### src/rtl/txq_pkg.sv
package txq_pkg;
  localparam int TXQ_DW = 8;            // data bits per frame
  localparam int TXQ_PW = TXQ_DW + 2;   // bits after the start bit, at most
  localparam int TXQ_LW = 4;            // width of a bit counter

  // parity bit: even parity is the XOR of the data, odd parity its inverse
  function automatic logic calc_parity(input logic [TXQ_DW-1:0] d, input logic odd);
    return (^d) ^ odd;
  endfunction

  // bits that follow the start bit, lowest bit sent first
  function automatic logic [TXQ_PW-1:0] build_payload(input logic [TXQ_DW-1:0] d,
                                                      input logic par_en,
                                                      input logic odd);
    if (par_en) return {1'b1, calc_parity(d, odd), d};
    return {2'b11, d};
  endfunction

  // number of bit periods that follow the start bit
  function automatic logic [TXQ_LW-1:0] payload_len(input logic par_en);
    return par_en ? TXQ_LW'(TXQ_DW + 2) : TXQ_LW'(TXQ_DW + 1);
  endfunction
endpackage

### src/rtl/txq_baud_gen.sv
module txq_baud_gen #(
  parameter int DIV = 4
) (
  input  logic clk,
  input  logic rst_n,
  output logic tick
);
  localparam int CW = (DIV > 1) ? $clog2(DIV) : 1;
  localparam logic [CW-1:0] LAST = CW'(DIV - 1);

  logic [CW-1:0] cnt_q;

  assign tick = (cnt_q == LAST);

  always_ff @(posedge clk) begin
    if (!rst_n)    cnt_q <= '0;
    else if (tick) cnt_q <= '0;
    else           cnt_q <= cnt_q + CW'(1);
  end

  // the tick lasts a single cycle
  a_r8_tick_single: assert property (@(posedge clk) disable iff (!rst_n)
    (DIV > 1 && tick) |=> !tick);
endmodule

### src/rtl/txq_fifo.sv
module txq_fifo #(
  parameter int DW    = 8,
  parameter int DEPTH = 4
) (
  input  logic          clk,
  input  logic          rst_n,
  input  logic          push_req,
  input  logic [DW-1:0] wr_data,
  input  logic          pop,
  output logic [DW-1:0] rd_data,
  output logic          empty,
  output logic          full
);
  localparam int AW = (DEPTH > 1) ? $clog2(DEPTH) : 1;
  localparam int NW = $clog2(DEPTH + 1);
  localparam logic [NW-1:0] FULL_N = NW'(DEPTH);

  logic [DW-1:0] mem_q [DEPTH];
  logic [AW-1:0] wr_ptr_q, rd_ptr_q;
  logic [NW-1:0] level_q;
  logic          push;

  function automatic logic [AW-1:0] ptr_next(input logic [AW-1:0] p);
    return (p == AW'(DEPTH - 1)) ? '0 : p + AW'(1);
  endfunction

  assign full    = (level_q == FULL_N);
  assign empty   = (level_q == '0);
  assign push    = push_req && !full;   // full queue drops the write
  assign rd_data = mem_q[rd_ptr_q];

  always_ff @(posedge clk) begin
    if (push) mem_q[wr_ptr_q] <= wr_data;
  end

  always_ff @(posedge clk) begin
    if (!rst_n) begin
      wr_ptr_q <= '0;
      rd_ptr_q <= '0;
      level_q  <= '0;
    end else begin
      if (push) wr_ptr_q <= ptr_next(wr_ptr_q);
      if (pop)  rd_ptr_q <= ptr_next(rd_ptr_q);
      case ({push, pop})
        2'b10:   level_q <= level_q + NW'(1);
        2'b01:   level_q <= level_q - NW'(1);
        default: level_q <= level_q;
      endcase
    end
  end

  // the shifter never takes from an empty queue
  a_r1_no_pop_empty: assert property (@(posedge clk) disable iff (!rst_n)
    pop |-> !empty);
  // a write into a full queue leaves the level alone
  a_r7_full_write_ignored: assert property (@(posedge clk) disable iff (!rst_n)
    (push_req && full && !pop) |=> (full && $stable(wr_ptr_q)));
endmodule

### src/rtl/txq_shifter.sv
module txq_shifter
  import txq_pkg::*;
(
  input  logic              clk,
  input  logic              rst_n,
  input  logic              tick,
  input  logic              has_data,
  input  logic [TXQ_DW-1:0] data,
  input  logic              par_en,
  input  logic              par_odd,
  input  logic              cts_en,
  input  logic              cts_n,
  output logic              pop,
  output logic              txd,
  output logic              busy
);
  logic [TXQ_PW-1:0] shreg_q;
  logic [TXQ_LW-1:0] left_q;
  logic              txd_q, busy_q;
  logic              cts_ok, slot_open, frame_done;

  assign cts_ok     = !cts_en || !cts_n;
  assign frame_done = busy_q && (left_q == '0);        // stop bit has elapsed
  assign slot_open  = tick && (!busy_q || frame_done);
  assign pop        = slot_open && has_data && cts_ok;
  assign txd        = txd_q;
  assign busy       = busy_q;

  always_ff @(posedge clk) begin
    if (!rst_n) begin
      shreg_q <= '1;
      left_q  <= '0;
      txd_q   <= 1'b1;
      busy_q  <= 1'b0;
    end else if (pop) begin
      shreg_q <= build_payload(data, par_en, par_odd);
      left_q  <= payload_len(par_en);
      txd_q   <= 1'b0;
      busy_q  <= 1'b1;
    end else if (tick && busy_q) begin
      if (frame_done) begin
        txd_q  <= 1'b1;
        busy_q <= 1'b0;
      end else begin
        txd_q   <= shreg_q[0];
        shreg_q <= {1'b1, shreg_q[TXQ_PW-1:1]};
        left_q  <= left_q - TXQ_LW'(1);
      end
    end
  end

  // a quiet line is high
  a_r4_line_high_when_quiet: assert property (@(posedge clk) disable iff (!rst_n)
    !busy |-> txd);
  // every frame opens with a low start bit
  a_r4_start_bit_low: assert property (@(posedge clk) disable iff (!rst_n)
    $rose(busy) |-> !txd);
  // gated handshake keeps an idle shifter idle
  a_r6_cts_holds_start: assert property (@(posedge clk) disable iff (!rst_n)
    (tick && cts_en && cts_n && !busy) |=> !busy);
  // the line only moves on a divider tick
  a_r8_moves_on_tick: assert property (@(posedge clk) disable iff (!rst_n)
    !tick |=> ($stable(txd) && $stable(busy)));
endmodule

### src/rtl/uart_txq_top.sv
module uart_txq_top
  import txq_pkg::*;
#(
  parameter int DEPTH    = 4,
  parameter int BAUD_DIV = 4
) (
  input  logic              clk,
  input  logic              rst_n,
  input  logic              wr_en,
  input  logic [TXQ_DW-1:0] wr_data,
  input  logic              par_en,
  input  logic              par_odd,
  input  logic              cts_en,
  input  logic              cts_n,
  output logic              txd,
  output logic              tx_free,
  output logic              tx_idle
);
  logic              tick;
  logic              pop, busy, empty, full;
  logic [TXQ_DW-1:0] head;

  txq_baud_gen #(.DIV(BAUD_DIV)) baud_i (
    .clk(clk), .rst_n(rst_n), .tick(tick)
  );

  txq_fifo #(.DW(TXQ_DW), .DEPTH(DEPTH)) fifo_i (
    .clk(clk), .rst_n(rst_n), .push_req(wr_en), .wr_data(wr_data),
    .pop(pop), .rd_data(head), .empty(empty), .full(full)
  );

  txq_shifter shift_i (
    .clk(clk), .rst_n(rst_n), .tick(tick), .has_data(!empty), .data(head),
    .par_en(par_en), .par_odd(par_odd), .cts_en(cts_en), .cts_n(cts_n),
    .pop(pop), .txd(txd), .busy(busy)
  );

  assign tx_free = !full;
  assign tx_idle = empty && !busy;

  // an idle path leaves the line high
  a_r3_idle_line_high: assert property (@(posedge clk) disable iff (!rst_n)
    tx_idle |-> txd);
  // a slot opens the cycle after a full queue hands a byte over
  a_r2_free_after_pop: assert property (@(posedge clk) disable iff (!rst_n)
    (full && pop) |=> tx_free);
  // a write to an idle path clears the idle flag next cycle
  a_r3_idle_drops: assert property (@(posedge clk) disable iff (!rst_n)
    (tx_idle && wr_en) |=> !tx_idle);
endmodule

### config.mk
export PLATFORM = sky130hd
export DESIGN_NAME = uart_txq_top
export DESIGN_NICKNAME = d
export VERILOG_FILES = /design/src/rtl/txq_pkg.sv /design/src/rtl/txq_baud_gen.sv /design/src/rtl/txq_fifo.sv /design/src/rtl/txq_shifter.sv /design/src/rtl/uart_txq_top.sv
export SDC_FILE = /design/constraint.sdc
export NUM_CORES = 1
export LEC_CHECK = 0
export BUFFER_PORTS_ARGS = -buffer_cell sky130_fd_sc_hd__buf_2
export CAP_MARGIN = 20
export CORE_UTILIZATION = 40
export DETAILED_ROUTE_END_ITERATION = 10
export PLACE_DENSITY_LB_ADDON = 0.05
export SYNTH_ARGS = -nofsm -noshare
export SYNTH_HDL_FRONTEND = slang
export SYNTH_SLANG_ARGS = --single-unit
### constraint.sdc
create_clock -name clk -period 2.9 [get_ports clk]
set_input_delay 0.435 -clock clk [delete_from_list [all_inputs] [get_ports clk]]
set_output_delay 0.435 -clock clk [all_outputs]
set_load 0.05 [all_outputs]
======== After elaboration in Yosys (flattened, before gate mapping) ========
Memories as Yosys holds them, arrays and structs flattened. A register that Yosys moved wholly into a read port is not among the register bits.
Index checks and enable logic that the tools add are counted.
word-level totals
  flip-flop bits (word level) ............. 25
  RAM bits ................................ 32
  input bits .............................. 15
  output and inout bits ................... 3
  word-level logic and storage cells ...... 72
  memories ................................ 1
memories
  name          words  width  read ports  clocked after Yosys merged registers in  wr ports  line            RTL
  fifo_i.mem_q  4      8      1           1                                        1         txq_fifo.sv:18  logic [DW-1:0] mem_q [DEPTH];
cells by class
  add/subtract/negate cells ............... 6
  equal/unequal tests ..................... 7
  mux-type cells .......................... 25
  bitwise operators ....................... 2
  reductions and logical operators ........ 23
operators by type and width
  kind                                                 count
  two-way mux 10 bit                                   5
  two-way mux 4 bit                                    3
  two-way mux 1 bit                                    11
  two-way mux 2 bit                                    5
  equality test 2 bit, second input constant           4
  XOR reduction 8 bit                                  1
  logical AND 1 bit                                    7
  adder 2 x 1 -> 2 bit, second input constant          3
  one-hot mux 3 bit (2 select lines)                   1
  nonzero test 2 bit                                   3
  zero test 1 bit                                      5
  zero test 4 bit                                      1
  AND reduction 2 bit                                  2
  subtractor 4 x 1 -> 4 bit, second input constant     1
  adder 3 x 1 -> 3 bit, second input constant          1
  equality test 3 bit, second input constant           1
  zero test 3 bit                                      1
  subtractor 3 x 1 -> 3 bit, second input constant     1
  equality test 2 x 1 -> 1 bit, second input constant  1
  logical OR 1 bit                                     2
  inequality test 2 bit, second input constant         1
  OR reduction 2 bit                                   1
  inverter 1 bit                                       1
  XOR 1 bit                                            1

======== Logic depth before layout (Yosys ltp) ========
  depth after elaboration ................. 10
  gate-level depth with buffers ........... 12

======== Hierarchy ========
A second synthesis with hierarchy kept.
unflattened totals
  cells, all modules ...................... 202
  area, all modules ....................... 2,647.5 µm²
by module, submodules not included
  module        instances  cells each  area an instance (µm²)  seq. area each (µm²)
  txq_fifo      1          94          1,656.6                 1,141.1
  txq_shifter   1          100         895.9                   300.3
  txq_baud_gen  1          5           73.8                    40.0
  uart_txq_top  1          3           21.3                    0.0

======== Least setup slack after synthesis ========
OpenSTA, ideal clock, no wires.
  path type ............................... register to register
  from .................................... register shift_i.left_q[0]
  to ...................................... register fifo_i.level_q[2]
  setup time .............................. 0.071 ns
  data arrival time ....................... 2.563 ns
  data required time ...................... 2.829 ns
  slack ................................... 0.266 ns
  cell stages (with the launch flop) ...... 13
  path buffers ............................ 2
  clock period less this slack ............ 2.634 ns
  cell sequence ........................... dfxtp_1 -> inv_1 -> ha_1 -> nor3b_1 -> o2111a_1 -> buf_2 -> buf_2 -> ha_1 -> inv_1 -> fa_1 -> xor2_1 -> or3_1 -> a21oi_1
between the ends
  longest elaborated chain between the ends .. 8
ends and longest elaborated chain
  what                                                                             line               RTL
  start: declaration                                                               txq_shifter.sv:18  logic [TXQ_LW-1:0] left_q;
  start signal: assignment                                                         txq_shifter.sv:37  left_q <= payload_len(par_en);
  start signal: assignment                                                         txq_shifter.sv:47  left_q <= left_q - TXQ_LW'(1);
  zero test 4 bit (*)                                                              txq_shifter.sv:23  assign frame_done = busy_q && (left_q == '0);
  logical AND 1 bit (*)                                                            txq_shifter.sv:23
  logical OR 1 bit (*)                                                             txq_shifter.sv:24  assign slot_open = tick && (!busy_q || frame_done);
  logical AND 1 bit (*)                                                            txq_shifter.sv:24
  logical AND 1 bit (*) (2 in series)                                              txq_shifter.sv:25  assign pop = slot_open && has_data && cts_ok;
  net fifo_i.pop                                                                   txq_fifo.sv:9      input logic pop,
  equality test 2 x 1 -> 1 bit / equality test 2 bit (equally long branches)       txq_fifo.sv:44     case ({push, pop})
  one-hot mux 3 bit (2 select lines) / nonzero test 2 bit (equally long branches)  --
  end signal: assignment                                                           txq_fifo.sv:45     2'b10: level_q <= level_q + NW'(1);
  end signal: assignment                                                           txq_fifo.sv:46     2'b01: level_q <= level_q - NW'(1);
  end signal: assignment                                                           txq_fifo.sv:47     default: level_q <= level_q;
  end: declaration                                                                 txq_fifo.sv:20     logic [NW-1:0] level_q;
Mark *: on every way through the listed nets, which the timed path passes. The rest lies on a longest branch.
A chain may end at the register's enable or synchronous reset.

======== Final worst setup path ========
  from .................................... register shift_i.left_q[0]
  to ...................................... register fifo_i.level_q[2]
between the ends
  longest elaborated chain between the ends .. 8
ends and longest elaborated chain
  what                                                                             line
  zero test 4 bit (*)                                                              txq_shifter.sv:23
  logical AND 1 bit (*)                                                            txq_shifter.sv:23
  logical OR 1 bit (*)                                                             txq_shifter.sv:24
  logical AND 1 bit (*)                                                            txq_shifter.sv:24
  logical AND 1 bit (*) (2 in series)                                              txq_shifter.sv:25
  equality test 2 x 1 -> 1 bit / equality test 2 bit (equally long branches)       txq_fifo.sv:44
  one-hot mux 3 bit (2 select lines) / nonzero test 2 bit (equally long branches)  --
Every way passes the cells marked *; elsewhere a longest branch is shown, timed or not.

==> flow_metrics.py <==
metrics = {
    "critical_path": {
        "crit_path_max_fanout": 4,
        "crit_required_ns": 3.15,
        "cp_data_arrival_time_ns": 2.81,
        "crit_path_end_kind": "flip-flop",
        "start_kind": "flip-flop",
        "slowest_delay_ns": 0.38,
        "critical_path_class": "reg -> reg",
        "path_buf_inv": 2,
        "path_cells": "inv_1 -> ha_1 -> nor3b_1 -> o2111a_1 -> ha_1 -> inv_1 -> fa_1 -> xor2_1 -> or3_1 -> a21oi_1",
        "cp_slowest_cell": "fa_1",
        "reg2reg_depth": 10,
        "worst-path-stages": 10,
        "crit_family": "adder cells",
    },
    "sta": {
        "fin_skew_ns": 0.00995,
        "slew_headroom_pct": 55.1,
        "finalCritPeriodShare_pct": 88.4,
        "worstMarginPinSlew_ns": 0.672,
        "setup_violations": 0,
        "hold_violations": 0,
        "drv_slew": 0,
        "fmax_mhz": 390,
        "setup_tns_ns": 0,
        "rsz0062_at_grt": "false",
        "min_period_ns": 2.56,
    },
    "yosys": {
        "syn_area_mm2": 0.00242,
        "ys_top_cells_by_area": "edfxtp_1, dfxtp_1, mux4_1",
        "syn_avg_cell_area_um2": 13.5,
        "ys_seq_elements": 58,
        "synth_edf_count": 32,
        "ys.flop_type": "edfxtp_1",
        "syn_nets": 204,
        "syn_inst": 180,
        "netlist.area_leader.share_pct": 39.7,
        "seq_area_frac_synth_pct": 61.2,
        "synth.largest_area_cell": "edfxtp_1",
        "async_flop_share_pct": 0,
        "synth_cell_types": 36,
        "yosysWarningCount": 0,
        "yosys.cell_count.top_type": "edfxtp_1",
        "synthTopCellsByCount": "edfxtp_1, dfxtp_1, nand2_1",
    },
    "cts": {
        "ctsResizeCount": 0,
        "max-clock-path-buffers": 2,
        "cts_tree": "built",
        "cts.sinks": 58,
        "cts-buffers-inserted": 9,
        "insertion_delay_ns": 0.33,
        "h-tree-depth": 3,
        "cts_setup_buffers": 0,
        "root_buffer": "clkbuf_8",
        "hold_buffers": 0,
        "path_clk_slew_ns": 0.07,
    },
    "grt": {
        "antenna_found_initial": 0,
        "grt_first_pass_wirelength_um": 6930,
        "first_global_vias": 1472,
        "grt_max_degree": 22,
        "overflow": 0,
        "grt_usage_pct": 15.4,
    },
    "drt": {
        "drt.antenna.violating_nets": 0,
        "route.detailed.drc": 0,
        "drtPass1Iterations": 4,
        "wl_per_cell_um": 15.8,
        "via_count": 1487,
        "avgViaCountPerCell": 5.31,
        "first_iter_violations": 56,
        "wl_um": 4410,
    },
    "place": {
        "dpl-instance-area_mm2": 0.00257,
        "dp_hpwl_um": 2980,
        "portBuffers": 17,
        "place_congestion": 0.714,
    },
    "floorplanning": {
        "num_rows": 27,
        "core_mm2": 0.00568,
        "fp.dieH_um": 79.8,
        "dieArea_mm2": 0.00637,
        "start_util_pct": 42.7,
        "chipWidth_um": 79.8,
        "io_pins": 18,
    },
    "cells_and_area": {
        "final_layout_size_suffix_gt1_share_pct": 20.2,
        "area.growth.synth_to_final_pct": 14.3,
        "nets": 227,
        "multiInputGateArea_um2": 866,
        "register_area_mm2": 0.00148,
        "fin_util_pct": 48.8,
        "final.fill_count": 521,
        "num_antenna_cells": 0,
        "fin_area_mm2": 0.00277,
    },
    "hold_path": {
        "hold_path.class": "in -> reg",
        "whs_path_depth": 1,
    },
    "power_and_ir_drop": {
        "peakVddDrop_v": 0.000420,
        "power_density_mw_per_mm2": 653,
        "p_leak_nw": 1.05,
        "total_power_w": 0.00181,
    },
    "outcome": {
        "run_status": "finished clean",
    },
    "job": {
        "maxCapViolCount": 0,
    },
}
==> cell usage in the layout (no fill, tap or decap), types with 2 or more instances in the layout <==
master    count
clkinv_2      3
nand3_1       2
a21oi_1       6
and3_1        4
xor2_1        4
dfxtp_1      26
buf_2        17
or3_1         3
a221oi_1      8
mux4_2        4
nor2_1       11
clkbuf_8      9
clkinv_4      2
edfxtp_1     32
mux2i_1       2
ha_1          8
buf_4         2
nand2_1      24
nor3b_1       2
a211oi_1      2
nor3_1        5
xnor2_1       3
mux4_1        4
inv_1        10
==> path summary, 6_finish.rpt <==
kind	endpoint	slack [ns]	start
worst max-delay path	fifo_i.level_q[2]$_SDFFE_PN0P_	0.34	shift_i.left_q[0]$_SDFFE_PN0P_
worst min-delay path	fifo_i.mem_q[2][3]$_DFFE_PP_	0.32	wr_data[3]
worst max register to register	fifo_i.level_q[2]$_SDFFE_PN0P_	0.34	shift_i.left_q[0]$_SDFFE_PN0P_
worst min register to register	shift_i.shreg_q[1]$_SDFFE_PN1P_	0.45	shift_i.shreg_q[1]$_SDFFE_PN1P_
==> power by group <==
group	internal [W]	total [W]	switching (W)
Sequential	0.000904	0.000920	0.0000161
Clock	0.000394	0.000717	0.000323
Combinational	0.0000734	0.000171	0.0000978
==> state kept, by name, summed over array words and instances (netlist names), named ones only <==
name / cells
baud_i.cnt_q: 2
fifo_i.level_q: 3
fifo_i.mem_q: 32
fifo_i.rd_ptr_q: 2
fifo_i.wr_ptr_q: 2
shift_i.busy: 1
shift_i.left_q: 4
shift_i.shreg_q: 9
shift_i.txd: 1
==> layout make-up <==
type / count / area share (%)
Tap cell: 72 / 3.25
Sequential cell: 58 / 53.5
Multi-Input combinational cell: 105 / 31.3
Timing Repair Buffer: 19 / 3.61
Clock inverter: 7 / 2.53
Inverter: 10 / 1.36
Clock buffer: 9 / 4.47
==> routing by layer <==
metal / vias up / global-route usage [%] / routed length [um]
met5: - / 0 / 0
met4: 0 / 11.3 / 127
met3: 11 / 3.77 / 187
met2: 38 / 24.4 / 2140
met1: 725 / 18.1 / 1960
li1: 713 / - / -
==> per-stage QoR <==
step / cells / setup WS, ns / hold slack [ns]
final: 280 / 0.337 / 0.321
after detailed placement: 264 / 0.343 / 0.431
after floorplan: 180 / 0.266 / 0.408
after global routing: 280 / 0.164 / 0.311
after global placement: 264 / 0.489 / 0.415
after CTS: 280 / 0.315 / 0.302
==> cell families after synthesis <==
group | synth area share (%)
and+or+nand+nor | 10.8
DFF | 61.2
xor gates and xnor gates | 4.13
adders and majority gates | 4.96
buffers and inverters | 3.10
muxes | 9.35
AOI/OAI and AO/OA | 6.51
No activity file was read; power rests on OpenSTA's default activity.
